[src/rtl/ebi_pkg.sv]
package ebi_pkg;
  // readout types carried with each event
  typedef enum logic [1:0] {
    RT_PHYS = 2'd0,
    RT_TEST = 2'd1,
    RT_CAL  = 2'd2,
    RT_EOR  = 2'd3
  } rtype_e;

  // register addresses
  localparam logic [1:0] A_VALID = 2'd0;
  localparam logic [1:0] A_MASK  = 2'd1;
  localparam logic [1:0] A_CTRL  = 2'd2;
  localparam logic [1:0] A_INFO  = 2'd3;
endpackage

[src/rtl/ebi_alloc.sv]
// Round-robin buffer allocator and trigger-number counter.
module ebi_alloc #(
  parameter int NBUF   = 9,
  parameter int TRIG_W = 16,
  localparam int PW    = (NBUF > 1) ? $clog2(NBUF) : 1
) (
  input  logic              clk,
  input  logic              rst_n,
  input  logic              accept,
  output logic [PW-1:0]     ptr,
  output logic [TRIG_W-1:0] trig_num,
  output logic [NBUF-1:0]   set_vec
);
  localparam logic [PW-1:0] LAST = PW'(NBUF - 1);

  always_ff @(posedge clk or negedge rst_n) begin
    if (!rst_n) begin
      ptr      <= '0;
      trig_num <= '0;
    end else if (accept) begin
      ptr      <= (ptr == LAST) ? '0 : ptr + 1'b1;
      trig_num <= trig_num + 1'b1;
    end
  end

  // one-hot set request for the buffer being filled
  for (genvar b = 0; b < NBUF; b++) begin : g_set
    assign set_vec[b] = accept && (ptr == PW'(b));
  end
endmodule

[src/rtl/ebi_valid_bits.sv]
// Valid-bit register: hardware sets, software clears, set wins on collision.
module ebi_valid_bits #(
  parameter int NBUF = 9
) (
  input  logic            clk,
  input  logic            rst_n,
  input  logic [NBUF-1:0] set_vec,
  input  logic [NBUF-1:0] clr_vec,
  output logic [NBUF-1:0] valid_q
);
  for (genvar b = 0; b < NBUF; b++) begin : g_bit
    always_ff @(posedge clk or negedge rst_n) begin
      if (!rst_n)          valid_q[b] <= 1'b0;
      else if (set_vec[b]) valid_q[b] <= 1'b1;   // set wins
      else if (clr_vec[b]) valid_q[b] <= 1'b0;   // only selected bit
    end
  end
endmodule

[src/rtl/ebi_info_store.sv]
// Per-buffer info words: {readout type, trigger number}.
module ebi_info_store #(
  parameter int NBUF   = 9,
  parameter int TRIG_W = 16,
  localparam int PW    = (NBUF > 1) ? $clog2(NBUF) : 1,
  localparam int IW    = TRIG_W + 2
) (
  input  logic              clk,
  input  logic              rst_n,
  input  logic [NBUF-1:0]   we_vec,
  input  logic [1:0]        wr_type,
  input  logic [TRIG_W-1:0] wr_trig,
  input  logic [PW-1:0]     rd_sel,
  output logic [IW-1:0]     rd_word
);
  logic [IW-1:0] words [NBUF];

  for (genvar b = 0; b < NBUF; b++) begin : g_word
    always_ff @(posedge clk or negedge rst_n) begin
      if (!rst_n)         words[b] <= '0;
      else if (we_vec[b]) words[b] <= {wr_type, wr_trig};
    end
  end

  always_comb begin
    rd_word = '0;
    for (int b = 0; b < NBUF; b++) begin
      if (rd_sel == PW'(b)) rd_word = words[b];
    end
  end
endmodule

[src/rtl/ebi_intr_reg.sv]
// Event buffer interrupt register: top level.
module ebi_intr_reg
  import ebi_pkg::*;
#(
  parameter int NBUF   = 9,
  parameter int TRIG_W = 16,
  parameter int DW     = 32
) (
  input  logic          clk,
  input  logic          rst_n,
  input  logic          evt_valid,
  output logic          evt_ready,
  input  logic [1:0]    evt_type,
  input  logic          reg_we,
  input  logic [1:0]    reg_addr,
  input  logic [DW-1:0] reg_wdata,
  output logic [DW-1:0] reg_rdata,
  output logic          irq_o,
  output logic          busy_o
);
  localparam int PW = (NBUF > 1) ? $clog2(NBUF) : 1;
  localparam int IW = TRIG_W + 2;

  logic              accept;
  logic [PW-1:0]     ptr;
  logic [TRIG_W-1:0] trig_num;
  logic [NBUF-1:0]   set_vec;
  logic [NBUF-1:0]   clr_vec;
  logic [NBUF-1:0]   valid_q;
  logic [NBUF-1:0]   mask_q;
  logic              eor_q;
  logic [PW-1:0]     info_sel_q;
  logic [IW-1:0]     info_word;
  logic              unused_wdata;

  assign unused_wdata = ^reg_wdata[DW-1:NBUF];

  // the next buffer in rotation must be free
  assign busy_o    = valid_q[ptr];
  assign evt_ready = !busy_o;
  assign accept    = evt_valid && evt_ready;

  // write-1-to-clear, never sets
  assign clr_vec = (reg_we && reg_addr == A_VALID) ? reg_wdata[NBUF-1:0] : '0;

  ebi_alloc #(.NBUF(NBUF), .TRIG_W(TRIG_W)) alloc_i (
    .clk(clk), .rst_n(rst_n), .accept(accept),
    .ptr(ptr), .trig_num(trig_num), .set_vec(set_vec)
  );

  ebi_valid_bits #(.NBUF(NBUF)) bits_i (
    .clk(clk), .rst_n(rst_n), .set_vec(set_vec),
    .clr_vec(clr_vec), .valid_q(valid_q)
  );

  ebi_info_store #(.NBUF(NBUF), .TRIG_W(TRIG_W)) info_i (
    .clk(clk), .rst_n(rst_n), .we_vec(set_vec), .wr_type(evt_type),
    .wr_trig(trig_num), .rd_sel(info_sel_q), .rd_word(info_word)
  );

  // mask, end-of-run flag, info selector
  always_ff @(posedge clk or negedge rst_n) begin
    if (!rst_n) begin
      mask_q     <= '0;
      eor_q      <= 1'b0;
      info_sel_q <= '0;
    end else begin
      if (reg_we && reg_addr == A_MASK) mask_q <= reg_wdata[NBUF-1:0];
      if (reg_we && reg_addr == A_INFO) info_sel_q <= reg_wdata[PW-1:0];
      if (accept && evt_type == RT_EOR)             eor_q <= 1'b1;
      else if (reg_we && reg_addr == A_CTRL && reg_wdata[0]) eor_q <= 1'b0;
    end
  end

  assign irq_o = |(valid_q & mask_q);

  always_comb begin
    unique case (reg_addr)
      A_VALID: reg_rdata = DW'(valid_q);
      A_MASK:  reg_rdata = DW'(mask_q);
      A_CTRL:  reg_rdata = DW'(eor_q);
      default: reg_rdata = DW'(info_word);
    endcase
  end
endmodule

[config.mk]
export PLATFORM = sky130hd
export DESIGN_NAME = ebi_intr_reg
export DESIGN_NICKNAME = d
export VERILOG_FILES = /design/src/rtl/ebi_pkg.sv /design/src/rtl/ebi_alloc.sv /design/src/rtl/ebi_valid_bits.sv /design/src/rtl/ebi_info_store.sv /design/src/rtl/ebi_intr_reg.sv
export SDC_FILE = /design/constraint.sdc
export NUM_CORES = 1
export LEC_CHECK = 0
export BUFFER_PORTS_ARGS = -buffer_cell sky130_fd_sc_hd__buf_4
export CELL_PAD_IN_SITES_DETAIL_PLACEMENT = 0
export CELL_PAD_IN_SITES_GLOBAL_PLACEMENT = 1
export CORE_MARGIN = 2
export CORE_UTILIZATION = 45
export DETAILED_ROUTE_END_ITERATION = 16
export PLACE_DENSITY = 0.86
export SLEW_MARGIN = 20
export SYNTH_ARGS = -nofsm -noshare
export SYNTH_HDL_FRONTEND = slang
export SYNTH_HIERARCHICAL = 1
export SYNTH_SLANG_ARGS = --single-unit
[constraint.sdc]
create_clock -name clk -period 3.37 [get_ports clk]
set_input_delay 0.1685 -clock clk [delete_from_list [all_inputs] [get_ports clk]]
set_output_delay 0.1685 -clock clk [all_outputs]
set_load 0.005 [all_outputs]
-- After elaboration in Yosys (flattened, before gate mapping)
Cells that the tools add are included.
- $lt $le $gt $ge: 1
- eq/ne operators: 20
- bitwise logic cells: 1
- add/subtract/negate cells: 2
- reduce and logical (&&, ||, !) cells: 31
- mux-type cells: 34
- operator list (operator ; count):
    $mux 18 ; 9
    $pmux 18 s3 ; 1
    $eq 4x3->1 const B ; 8
    $mux 1 ; 21
    $reduce_bool 2->1 ; 10
    $add 16x1->16 const B ; 1
    $eq 4x2->1 const B ; 4
    $logic_and 1x1->1 ; 16
    $and 9x9->9 ; 1
    $mux 9 ; 1
    $reduce_or 9->1 ; 1
    $eq 4x1->1 const B ; 2
    $eq 4x4->1 const B ; 2
    $logic_not 4->1 ; 2
    $eq 2x2->1 const B ; 3
    $lt 4x5->1 const B ; 1
    $add 4x1->4 const B ; 1
    $bmux 1 s4 ; 1
    $mux 4 ; 1
    $eq 2x1->1 const B ; 1
    $logic_not 2->1 ; 1
    $logic_not 1->1 ; 1
- output and inout port bits: 35
- flip-flop bits (word level): 205
- logic and storage cells: 112

-- Depth between registers and ports, before layout
Gate-level depths: netlist of run 1.
- depth after elaboration: 11
- mapped depth: 10
- gate-level depth less buffers: 8

-- Modules after synthesis
The synthesis of run 1 kept the hierarchy.
- modules (own cells, without submodules) (module ; instances ; area an instance (um2) ; cells each):
    ebi_info_store ; 1 ; 7686.1 ; 610
    ebi_intr_reg ; 1 ; 1121.1 ; 107
    ebi_alloc ; 1 ; 991.0 ; 89
    ebi_valid_bits ; 1 ; 326.6 ; 27

-- Worst setup path before layout of run 1
OpenSTA, ideal clock, no wires.
- path kind: flip-flop to flip-flop
- start point: reg alloc_i.ptr[0]
- end point: reg info_i/words[16] (netlist name)
- arrival: 3.089 ns
- library setup time: 0.125 ns
- stages on the path, launching flop included: 11
- clock period less this slack: 3.214 ns
- setup slack: 0.156 ns
- data required time: 3.245 ns
- path through: dfrtp_1 > mux4_1 > nand2b_1 > a22oi_4 > nor2b_1 > buf_4 > nand2_1 > nor3b_1 > clkbuf_1 > buf_1 > mux2_2
- cells in the longest elaborated chain, start to end: 5
- RTL lines (item ; line ; text):
    from (decl) ; ebi_alloc.sv:10 ; output logic [PW-1:0] ptr,
    from (signal assigned) ; ebi_alloc.sv:21 ; ptr <= (ptr == LAST) ? '0 : ptr + 1'b1;
    $bmux 1 s4 ; ebi_intr_reg.sv:39 ; assign busy_o = valid_q[ptr];
    $mux 1 (implied by the code) ; ebi_intr_reg.sv:39 ;
    named net busy_o ; ebi_intr_reg.sv:19 ; output logic busy_o
    $logic_not 1->1 ; ebi_intr_reg.sv:40 ; assign evt_ready = !busy_o;
    $logic_and 1x1->1 ; ebi_intr_reg.sv:41 ; assign accept = evt_valid && evt_ready;
    named net accept ; ebi_intr_reg.sv:24 ; logic accept;
    $logic_and 1x1->1 ; ebi_alloc.sv:28 ; assign set_vec[b] = accept && (ptr == PW'(b));
    named net set_vec[8] ; ebi_intr_reg.sv:27 ; logic [NBUF-1:0] set_vec;
    to (signal, indexed assignment) ; ebi_info_store.sv:21 ; else if (we_vec[b]) words[b] <= {wr_type, wr_trig};
    to (decl) ; ebi_info_store.sv:16 ; logic [IW-1:0] words [NBUF];
The timed path passes the listed nets, and every way through them passes these cells. The select of a mux whose other input is x is not followed.
A chain may end at the register's enable or synchronous reset.

-- Worst setup path after layout of run 1
- start point: reg info_sel_q[3]
- end point: out reg_rdata[2]
- cells in the longest elaborated chain, start to end: 11
- RTL lines (item ; line ; text):
    from (decl) ; ebi_intr_reg.sv:32 ; logic [PW-1:0] info_sel_q;
    from (signal assigned) ; ebi_intr_reg.sv:69 ; if (reg_we && reg_addr == A_INFO) info_sel_q <= reg_wdata[PW-1:0];
    $logic_not 4->1 ; ebi_info_store.sv:28 ; if (rd_sel == PW'(b)) rd_word = words[b];
    $mux 18 (8 in a row) ; ebi_info_store.sv:28 ;
    $mux 18 * ; ebi_info_store.sv:28 ;
    named net info_word[2] ; ebi_intr_reg.sv:33 ; logic [IW-1:0] info_word;
    $pmux 18 s3 * ; ebi_intr_reg.sv:78 ; unique case (reg_addr)
    to (decl) ; ebi_intr_reg.sv:17 ; output logic [DW-1:0] reg_rdata,
Mark *: on every way through the listed nets, which the timed path passes. The rest lies on a longest branch.

==> impl_metrics.json, run 1 <==
{
  "status": "completed",
  "drtIter0Drc": 394,
  "pin_count": 75,
  "cp_cell_sequence": "buf_4 -> or2_2 -> mux4_2 -> mux2i_1 -> o21ai_0 -> mux2_2 -> a22o_1 -> buf_4",
  "final_common_cell": "dfrtp_1",
  "final_util": 0.5311,
  "die_area_um2": 23710,
  "end_kind": "output pin",
  "period_minus_slack_ps": 3297,
  "grt_pass1_wl_um": 39370,
  "powerDensity_nw_per_um2": 698.6,
  "drt-total-wl_um": 24280,
  "place_inst": 1124,
  "ys_async_sr_fraction": 1.000,
  "die_width_um": 154.0,
  "drive_above_1_share": 0.3638,
  "hold_viol_final": 0,
  "netSwitchingFraction": 0.3095,
  "cp.arrival_ps": 3130,
  "max_stage_delay_ps": 530,
  "worstSetupStartpoint": "info_sel_q[3]",
  "synth_edf_count": 0,
  "tritoncts": "built",
  "synth_cell_types": 65,
  "dr.pass1.iters": 5,
  "setup_viol": 0,
  "cts_num_sinks": 205,
  "clk-insertion-delay-late_ps": 510,
  "rsz0062_at_grt": "false",
  "cpMostUsedCell": "buf_4",
  "htree_num_levels": 1,
  "start_util": 0.4611,
  "critical_path_class": "reg -> out",
  "finalSetupTns_ps": 0,
  "internal-power_mw": 5.625,
  "clock_skew_ps": 8.832,
  "grt_use_total": 0.2096,
  "cts_root_buffer": "clkbuf_16",
  "relSlewSlack": 0.4796,
  "syn_avg_cell_area_um2": 12.15,
  "numCtsBuffers": 22,
  "fp-row-count": 54,
  "ys_top_cells_by_area": "dfrtp_1 51%, mux2_2 21%, a21oi_1 1.6%, mux2i_1 1.5%, nor2_1 1.4%",
  "cp_max_fo": 10,
  "worstMarginPinSlew_ps": 780.6,
  "fin_nets": 926,
  "area_growth_pct": 15.18,
  "drc": 0,
  "leakage_nw": 5.477,
  "fmax_mhz": 303.3,
  "ir_drop_uv": 302.9,
  "synth_top_flop_cell": "dfrtp_1",
  "final_cells": 1176,
  "netlist.area_leader.share": 0.5067,
  "core_area_um2": 21960,
  "hpwl_um": 15000,
  "synthesis.instances": 833,
  "p_comb_frac": 0.269,
  "grt-ovfl-total": 0,
  "syn-cell-area_um2": 10120,
  "pwr-share-seq": 0.425,
  "portBuffers": 37,
  "ys_warn_count": 6,
  "pwr-share-clk": 0.307,
  "maxCapViolCount": 0,
  "synth_largest_area_cell": "dfrtp_1",
  "finalCritPeriodShare": 0.9783,
  "grt_max_degree": 92,
  "layout_common_cells": "203 x dfrtp_1, 185 x mux2_2, 58 x buf_4",
  "viasPerCell": 5.827,
  "cp-start-kind": "flip-flop",
  "finalMaxSlewViolations": 0,
  "vias": 6853,
  "critPathRequiredTime_ps": 3200,
  "grt_pass1_vias": 6973,
  "r2r-start": "bits_i/valid_q[4]",
  "yosys_register_bits": 205,
  "antenna_left": 0,
  "cpMaxStageDelayCell": "dfrtp_1",
  "clock_path_buffers": 3,
  "path_clk_slew_ps": 60,
  "min_path_type": "in -> reg",
  "p_switching_mw": 2.521,
  "antenna_found_initial": 0,
  "die_h_um": 154.0,
  "yosysSeqAreaShare": 0.5067,
  "min-delay-start": "evt_type[0]",
  "diodes": 0,
  "wire_per_inst_um": 20.65,
  "gp_congestion": 0.7406
}
## logic make-up after synthesis
logic type               count (synthesis)  synth area share
AO/OA/AOI/OAI                          146            0.1034
adder cells (fa/ha/maj)                  5          0.006179
AND/OR/NAND/NOR                        172           0.09862
XOR/XNOR                                17           0.01471
flip-flops                             205            0.5067
other                                    1         0.0003704
buffers and inverters                   84           0.04239
multiplexers                           203            0.2276
## routing by layer
metal  routed length [µm]  track usage  up-vias
met3                 1125      0.02649       25
li1                     -            -     3102
met5                    0            0        -
met1                10840       0.2896     3560
met4                  309      0.04895        0
met2                12010       0.3540      166
## path summary, 6_finish.rpt
check	cells past startpoint	to	slack, ps
setup / recovery	8	reg_rdata[2]	70
hold / removal	2	info_i/words[16]	20
setup reg to reg	9	info_i/words[114]	560
hold reg to reg	2	eor_q	480
max in group asynchronous	3	info_i/words[110]	2150
min in group asynchronous	2	alloc_i/ptr[1]	250
## worst max-delay path, delay by kind of cell (launching register included)
family | cells | cell delay [ps]
and+or+nand+nor | 1 | 290
DFF | 1 | 530
buffers and inverters | 2 | 400
muxes | 3 | 980
AOI/OAI and AO/OA | 2 | 430
## cell usage after synthesis, types with 2 or more instances
cell type / count
dfrtp_1: 205
mux2_2: 185
nor2_1: 39
a21oi_1: 32
o21ai_0: 27
clkbuf_1: 25
nand2_1: 25
and3_1: 23
buf_2: 19
nor3_1: 19
buf_4: 18
inv_1: 15
mux2i_1: 15
xnor2_1: 12
nor2b_1: 11
a22o_1: 10
a21o_1: 9
nand2b_1: 9
a211oi_1: 8
and3b_1: 8
a22oi_1: 7
nand3_1: 7
o22ai_2: 7
nor3_2: 6
o21ai_2: 6
o22ai_1: 6
o31ai_1: 6
a2111oi_0: 5
a2111oi_1: 5
ha_1: 5
xor2_1: 5
buf_1: 4
o311a_1: 4
and2_1: 3
buf_6: 3
nand4_1: 3
or2_2: 3
a2bb2oi_1: 2
a31oi_1: 2
mux4_2: 2
nor3b_1: 2
nor4bb_1: 2
o21bai_1: 2
## timing repair
item / in CTS / in global routing
setup endpoints to repair: 0 / 1
hold buffers: 13 / 0
buffers inserted: 0 / 0
hold endpoints to repair: 112 / 0
gates resized for setup: 0 / 2
## flip-flops by register name (all words and copies together), names as in the netlist
signal            flops
alloc_i/ptr           4
bits_i/valid_q        9
mask_q                9
info_sel_q            4
alloc_i/trig_num     16
info_i/words        162
eor_q                 1
## through the flow
stage | power [mW] | hold slack, ps | setup slack (ps) | instance area (µm²)
floorplan | 4.884 | -127.1 | 156.2 | 10170
global placement | 5.600 | 278.0 | 617.2 | 10780
detailed placement | 5.663 | 280.7 | 580.5 | 10780
CTS | 8.184 | 21.96 | 120.7 | 11660
global route | 8.577 | 15.52 | 32.10 | 11660
finish | 8.146 | 24.73 | 73.12 | 11660
## final cells by class
cell class,instances,area [µm²]
Timing Repair Buffer,80,739.5
Fill cell,1841,10300
Multi-Input combinational cell,557,4634
Clock buffer,29,618.1
Tap cell,280,350.3
Sequential cell,205,5132
Clock inverter,10,130.1
Inverter,15,56.30
## power groups by stage
stage	combinational, mW	sequential, mW	clock, mW
finish	2.19	3.46	2.50
global route	2.40	3.53	2.65
CTS	2.19	3.45	2.54
detailed placement	2.17	3.50	0
global placement	2.13	3.47	0
floorplan	1.57	3.31	0
No activity file was read; power rests on OpenSTA's default activity.
==> run 2, diff against run 1 <==
--- a/config.mk
+++ b/config.mk
@@ -5,13 +5,15 @@
 export SDC_FILE = /design/constraint.sdc
 export NUM_CORES = 1
 export LEC_CHECK = 0
+export ABC_AREA = 1
+export ABC_CLOCK_PERIOD_IN_PS = 3370
 export BUFFER_PORTS_ARGS = -buffer_cell sky130_fd_sc_hd__buf_4
 export CELL_PAD_IN_SITES_DETAIL_PLACEMENT = 0
 export CELL_PAD_IN_SITES_GLOBAL_PLACEMENT = 1
-export CORE_MARGIN = 2
-export CORE_UTILIZATION = 45
+export CORE_MARGIN = 3
+export CORE_UTILIZATION = 42
 export DETAILED_ROUTE_END_ITERATION = 16
-export PLACE_DENSITY = 0.86
+export PLACE_DENSITY = 0.85
 export SLEW_MARGIN = 20
 export SYNTH_ARGS = -nofsm -noshare
 export SYNTH_HDL_FRONTEND = slang
==> run 2 against run 1 <==
  * Global-route usage shrank 1.1 points
  * Synthesized area grew 0.19%
  * Sequential cell count is the same
  * Sequential power grew 6.1%
  * Utilization shrank 3.9 points
  * Power grew 1.8%
  * Via count grew 11%
  * Count of clock-buffer cells in the layout grew 4
==> impl_metrics.json, run 2 <==
{
  "drc": 0,
  "worstMarginPinSlew_ps": 907.9,
  "period_minus_slack_ps": 2907,
  "min_path_type": "in -> reg",
  "cp-start-kind": "flip-flop",
  "ys_top_cells_by_count": "284 x nand2_1, 205 x dfrtp_1, 124 x inv_1",
  "pre_cts_slack_ps": 827.9,
  "fin_nets": 1221,
  "powerDensity_nw_per_um2": 714.2,
  "min_path_cells": 3,
  "cp.arrival_ps": 2740,
  "synthesis.instances": 1127,
  "leakage_nw": 5.559,
  "r2r-end": "info_i/words[117]",
  "ys_async_sr_fraction": 1.000,
  "core_area_um2": 23610,
  "setup_viol": 0,
  "netlist.area_leader.share": 0.5057,
  "hold_buffers": 10,
  "synth_edf_count": 0,
  "cts_num_sinks": 205,
  "start_util": 0.4296,
  "yosysSeqAreaShare": 0.5057,
  "fmax_mhz": 344.0,
  "status": "completed",
  "hold_viol_final": 0,
  "tritoncts": "built",
  "drtIter0Drc": 543,
  "relSlewSlack": 0.3927,
  "syn_avg_cell_area_um2": 9.000,
  "viasPerCell": 5.056,
  "r2r_cells": 11,
  "critical_path_class": "reg -> out",
  "final_cells": 1511,
  "drt-total-wl_um": 25380,
  "grt_use_total": 0.1985,
  "dr.pass1.iters": 5,
  "syn-cell-area_um2": 10140,
  "grt_pass1_vias": 7478,
  "largest_register_ffs": 162,
  "wire_per_inst_um": 16.80,
  "synthSimpleGateAreaFrac": 0.2254,
  "finalCritPeriodShare": 0.8625,
  "drive_above_1_share": 0.2198,
  "min-delay-start": "evt_type[1]",
  "pin_count": 75,
  "synth_top_family_by_area": "simple AND/OR/NAND/NOR gates",
  "diodes": 0,
  "synth_fa_ha_area_frac": 0.006168,
  "final_area_um2": 11610,
  "reg2reg_slack_ps": 820,
  "ir_drop_uv": 371.5,
  "synth_cell_types": 34,
  "cts_resized": 0,
  "synth_top_flop_cell": "dfrtp_1",
  "synth_largest_area_cell": "dfrtp_1",
  "layout_common_cells": "284 x nand2_1, 205 x dfrtp_1, 124 x inv_1",
  "portBuffers": 37,
  "synth_compound_area_frac": 0.04280,
  "ys_top_cells_by_area": "dfrtp_1 51%, mux2_2 13%, nand2_1 11%, inv_1 4.6%, nand3_1 4.3%",
  "numCtsBuffers": 23,
  "timing.final.ws_setup_ps": 463.4,
  "post_cts_buffers": 0,
  "critPathRequiredTime_ps": 3200,
  "finalMaxSlewViolations": 0,
  "fp-row-count": 56,
  "place_inst": 1460,
  "clock_path_buffers": 3,
  "cp_max_fo": 18,
  "dpl_cell_area_um2": 10750,
  "regMostFlops": "info_i/words",
  "cts_root_buffer": "clkbuf_16",
  "die_width_um": 161.4,
  "grt-ovfl-total": 0,
  "gp_congestion": 0.8043,
  "area_growth_pct": 14.47,
  "antenna_found_initial": 0,
  "clk-insertion-delay-late_ps": 510,
  "antenna_left": 0,
  "synth_xor_area_frac": 0.007771,
  "grt_max_degree": 106,
  "finalSetupTns_ps": 0,
  "min_to": "info_i/words[125]",
  "top_regs": "info_i/words x162, alloc_i/trig_num x16",
  "final_common_cell": "nand2_1",
  "end_kind": "output pin",
  "vias": 7640,
  "yosys_register_bits": 205,
  "htree_num_levels": 1,
  "clock_skew_ps": 9.394,
  "hpwl_um": 15830,
  "rsz0062_at_grt": "false",
  "yosys-mux-area-fraction": 0.1288,
  "r2r-start": "alloc_i/ptr[0]",
  "synth_most_common_cell": "nand2_1",
  "path_clk_slew_ps": 60,
  "grt_pass1_wl_um": 41170,
  "die_area_um2": 26050,
  "ys_warn_count": 6,
  "maxCapViolCount": 0,
  "die_h_um": 161.4
}
run 2: where the power goes:
part / switching [mW] / total (mW) / internal [mW]
clock: 0.995 / 2.51 / 1.52
sequential: 0.509 / 3.67 / 3.16
combinational: 1.23 / 2.11 / 0.882
total: 2.73 / 8.29 / 5.56
run 2: worst max-delay path, cell delays in order, from the launching register on:
cell and delay [ps]:
dfrtp_1 520, inv_2 80, nor2_4 240, nand2_2 200, inv_2 400, a21oi_1 140
nand2_1 100, nand3_1 160, nand2_1 120, nand3_1 110, buf_4 150
run 2: worst max-delay path by stage:
| stage | start | end | slack, ps | cells after the start |
|---|---|---|---|---|
| global placement | alloc_i/ptr[0] | info_i/words[41] | 900 | 11 |
| finish | info_sel_q[2] | reg_rdata[3] | 460 | 10 |
| floorplan | alloc_i/ptr[0] | info_i/words[132] | 680 | 13 |
| detailed placement | alloc_i/ptr[0] | info_i/words[118] | 830 | 11 |
| global route | info_sel_q[2] | reg_rdata[3] | 350 | 10 |
| CTS | info_sel_q[2] | reg_rdata[3] | 480 | 10 |
run 2: kinds of logic after synthesis:
logic type      count (synthesis)
other cells                     1
compound gates                 78
buf+inv                       190
flops                         205
mux                           116
xor+xnor                        9
simple gates                  523
fa+ha+maj                       5
run 2: layer usage:
metal | vias to the layer above | GRT usage | part of all wire | routed length, µm
met3 | 51 | 0.02513 | 0.046 | 1179
li1 | 3680 | - | - | -
met2 | 171 | 0.3191 | 0.47 | 12010
met1 | 3738 | 0.2873 | 0.46 | 11550
met4 | 0 | 0.04849 | 0.025 | 638
met5 | - | 0 | 0 | 0
run 2: area by class of cell:
class,instances,area [µm²]
Clock inverter,8,95.09
Fill cell,2244,12000
Multi-Input combinational cell,745,4253
Timing Repair Buffer,68,566.8
Inverter,133,504.2
Sequential cell,205,5130
Tap cell,319,399.1
Clock buffer,33,663.1
run 2: through the flow:
stage          total power, mW  hold WS, ps  utilization
6_report                 8.292        12.54       0.4917
5_1_grt                  8.821        6.400       0.4917
4_1_cts                  8.349       0.6699       0.4917
3_5_place_dp             5.803        329.3       0.4554
3_3_place_gp             5.717        339.1       0.4554
2_1_floorplan            5.038       -127.1            -
==> run 3, diff against run 2 <==
--- a/config.mk
+++ b/config.mk
@@ -14,6 +14,7 @@
 export CORE_UTILIZATION = 42
 export DETAILED_ROUTE_END_ITERATION = 16
 export PLACE_DENSITY = 0.85
+export RECOVER_POWER = 25
 export SLEW_MARGIN = 20
 export SYNTH_ARGS = -nofsm -noshare
 export SYNTH_HDL_FRONTEND = slang
==> run 3 against run 2 <==
  * The run now ends with capacitance limit, slew limit left
  * Sequential power hardly changed
  * Sequential cell count stayed put
  * Worst hold slack better by 1.5 ps
  * Design area is 0.37% lower
  * Via count is 0.12% lower
  * Highest routed layer unchanged
  * Non-clock buffer count stayed put
  * Largest power group unchanged
  * Power is 0.15% lower
  * Utilization is 0.18 points lower
  * Final cell count stayed put
  * Global-route usage stayed put
==> impl_metrics.json, run 3 (same netlist as run 2, synthesis figures left out) <==
{
  "die_width_um": 161.4,
  "finalCritPeriodShare": 0.8574,
  "drtIter0Drc": 557,
  "cp_cell_sequence": "inv_2 -> nor2_4 -> nand2_2 -> inv_2 -> a21oi_1 -> nand2_1 -> nand3_1 -> nand2_1 -> nand3_1 -> buf_4",
  "dr.pass1.iters": 6,
  "numCtsBuffers": 23,
  "worstMarginPinSlew_ps": 2656,
  "top_regs": "info_i/words x162, alloc_i/trig_num x16",
  "reg2reg_slack_ps": 810,
  "diodes": 0,
  "critical-path-top-delay-family": "simple AND/OR/NAND/NOR gates",
  "leakage_nw": 5.543,
  "end_kind": "output pin",
  "hold_slack_ps": 14.05,
  "cpMaxStageDelayCell": "dfrtp_1",
  "post_cts_buffers": 0,
  "cp-start-kind": "flip-flop",
  "min_path_type": "in -> reg",
  "antenna_found_initial": 0,
  "final_area_um2": 11570,
  "pwr-share-clk": 0.303,
  "hpwl_um": 15830,
  "finalMaxSlewViolations": 105,
  "layout_common_cells": "284 x nand2_1, 205 x dfrtp_1, 124 x inv_1",
  "cp_num_buf_inv": 3,
  "regMostFlops": "info_i/words",
  "ir_drop_uv": 371.3,
  "dpl_cell_area_um2": 10750,
  "die_area_um2": 26050,
  "die_h_um": 161.4,
  "core_area_um2": 23610,
  "total_power_mw": 8.280,
  "hold_viol_final": 0,
  "clock_skew_ps": 11.50,
  "htree_num_levels": 1,
  "cts_num_sinks": 205,
  "tritoncts": "built",
  "clk-insertion-delay-late_ps": 510,
  "vias": 7631,
  "viasPerCell": 5.050,
  "p_comb_frac": 0.253,
  "timing.final.ws_setup_ps": 480.5,
  "grt_pass1_vias": 7478,
  "final_common_cell": "nand2_1",
  "pre_cts_slack_ps": 827.9,
  "largest_register_ffs": 162,
  "fin_nets": 1221,
  "fillers": 2257,
  "drt-total-wl_um": 25390,
  "finalSetupTns_ps": 0,
  "grt_use_total": 0.1985,
  "cp.arrival_ps": 2720,
  "start_util": 0.4296,
  "grt_pass1_wl_um": 41170,
  "gp_congestion": 0.8043,
  "netSwitchingFraction": 0.3289,
  "powerDensity_nw_per_um2": 715.8,
  "path_clk_slew_ps": 60,
  "pin_count": 75,
  "maxCapViolCount": 1,
  "grt-ovfl-total": 0,
  "drive_above_1_share": 0.2122,
  "rsz0062_at_grt": "false",
  "grt_max_degree": 106,
  "violations": "capacitance limit, slew limit",
  "p_switching_mw": 2.723,
  "pwr-share-seq": 0.444,
  "wire_per_inst_um": 16.80,
  "area_growth_pct": 14.05,
  "fmax_mhz": 346.1,
  "internal-power_mw": 5.557,
  "fp-row-count": 56,
  "cts_root_buffer": "clkbuf_16",
  "status": "finished, violations left",
  "clock_path_buffers": 3,
  "critical_path_class": "reg -> out",
  "relSlewSlack": -0.7707,
  "portBuffers": 37,
  "period_minus_slack_ps": 2890,
  "antenna_left": 0,
  "critPathRequiredTime_ps": 3200,
  "drc": 0,
  "setup_viol": 0,
  "cp_max_fo": 18,
  "max_stage_delay_ps": 520
}
[run 3: changes by cell type in the layout (fill, tap and decap cells not counted)]
| cell | before | now |
|---|---|---|
| clkbuf_8 | 6 | 5 |
| o21ai_2 | 9 | 0 |
| clkbuf_2 | 0 | 1 |
| o21ai_0 | 53 | 62 |
[run 3: path summary, 6_finish.rpt]
path | from | endpoint | depth (start not counted)
max | info_sel_q[2] | reg_rdata[3] | 10
min | evt_type[1] | info_i/words[125] | 3
min reg2reg | info_i/words[24] | info_i/words[24] | 1
min in group asynchronous | rst_n | info_i/words[140] | 2
max reg2reg | alloc_i/ptr[0] | info_i/words[117] | 11
max in group asynchronous | rst_n | info_i/words[1] | 2
[run 3: cell type report]
type	instances	area (µm²)	area share
tap	319	399.1	0.03450
timing repair buffer	68	558.0	0.04824
sequential	205	5130	0.4434
multi-input combinational	745	4219	0.3647
clock inverter	8	95.09	0.008220
inverter	133	504.2	0.04359
clock buffer	33	663.1	0.05732
[run 3: through the flow]
step / util / cells
global placement: 0.4554 / 1460
CTS: 0.4917 / 1511
detailed placement: 0.4554 / 1460
global route: 0.4899 / 1511
floorplan: - / 1140
finish: 0.4899 / 1511
[run 3: power by group through the flow]
stage	clock network [mW]	logic, mW	registers (mW)
after floorplan	0	1.50	3.54
after global placement	0	2.05	3.67
after detailed placement	0	2.10	3.70
after CTS	2.56	2.12	3.66
after global routing	2.67	2.37	3.77
final	2.51	2.09	3.67
[run 3: repair_timing]
action | in CTS | in global routing
endpoints found under the hold margin | 119 | 0
resized for setup | 0 | 0
hold buffers | 10 | 0
[run 3: worst min-delay path, cell delays in order]
cell and delay (ps):
buf_4 170, nand2_1 70, o21ai_0 60
[run 3: per-layer routing]
layer,part of all wire,GRT usage
met1,0.45,0.2873
met2,0.48,0.3191
met3,0.052,0.02513
met4,0.021,0.04849
met5,0,0
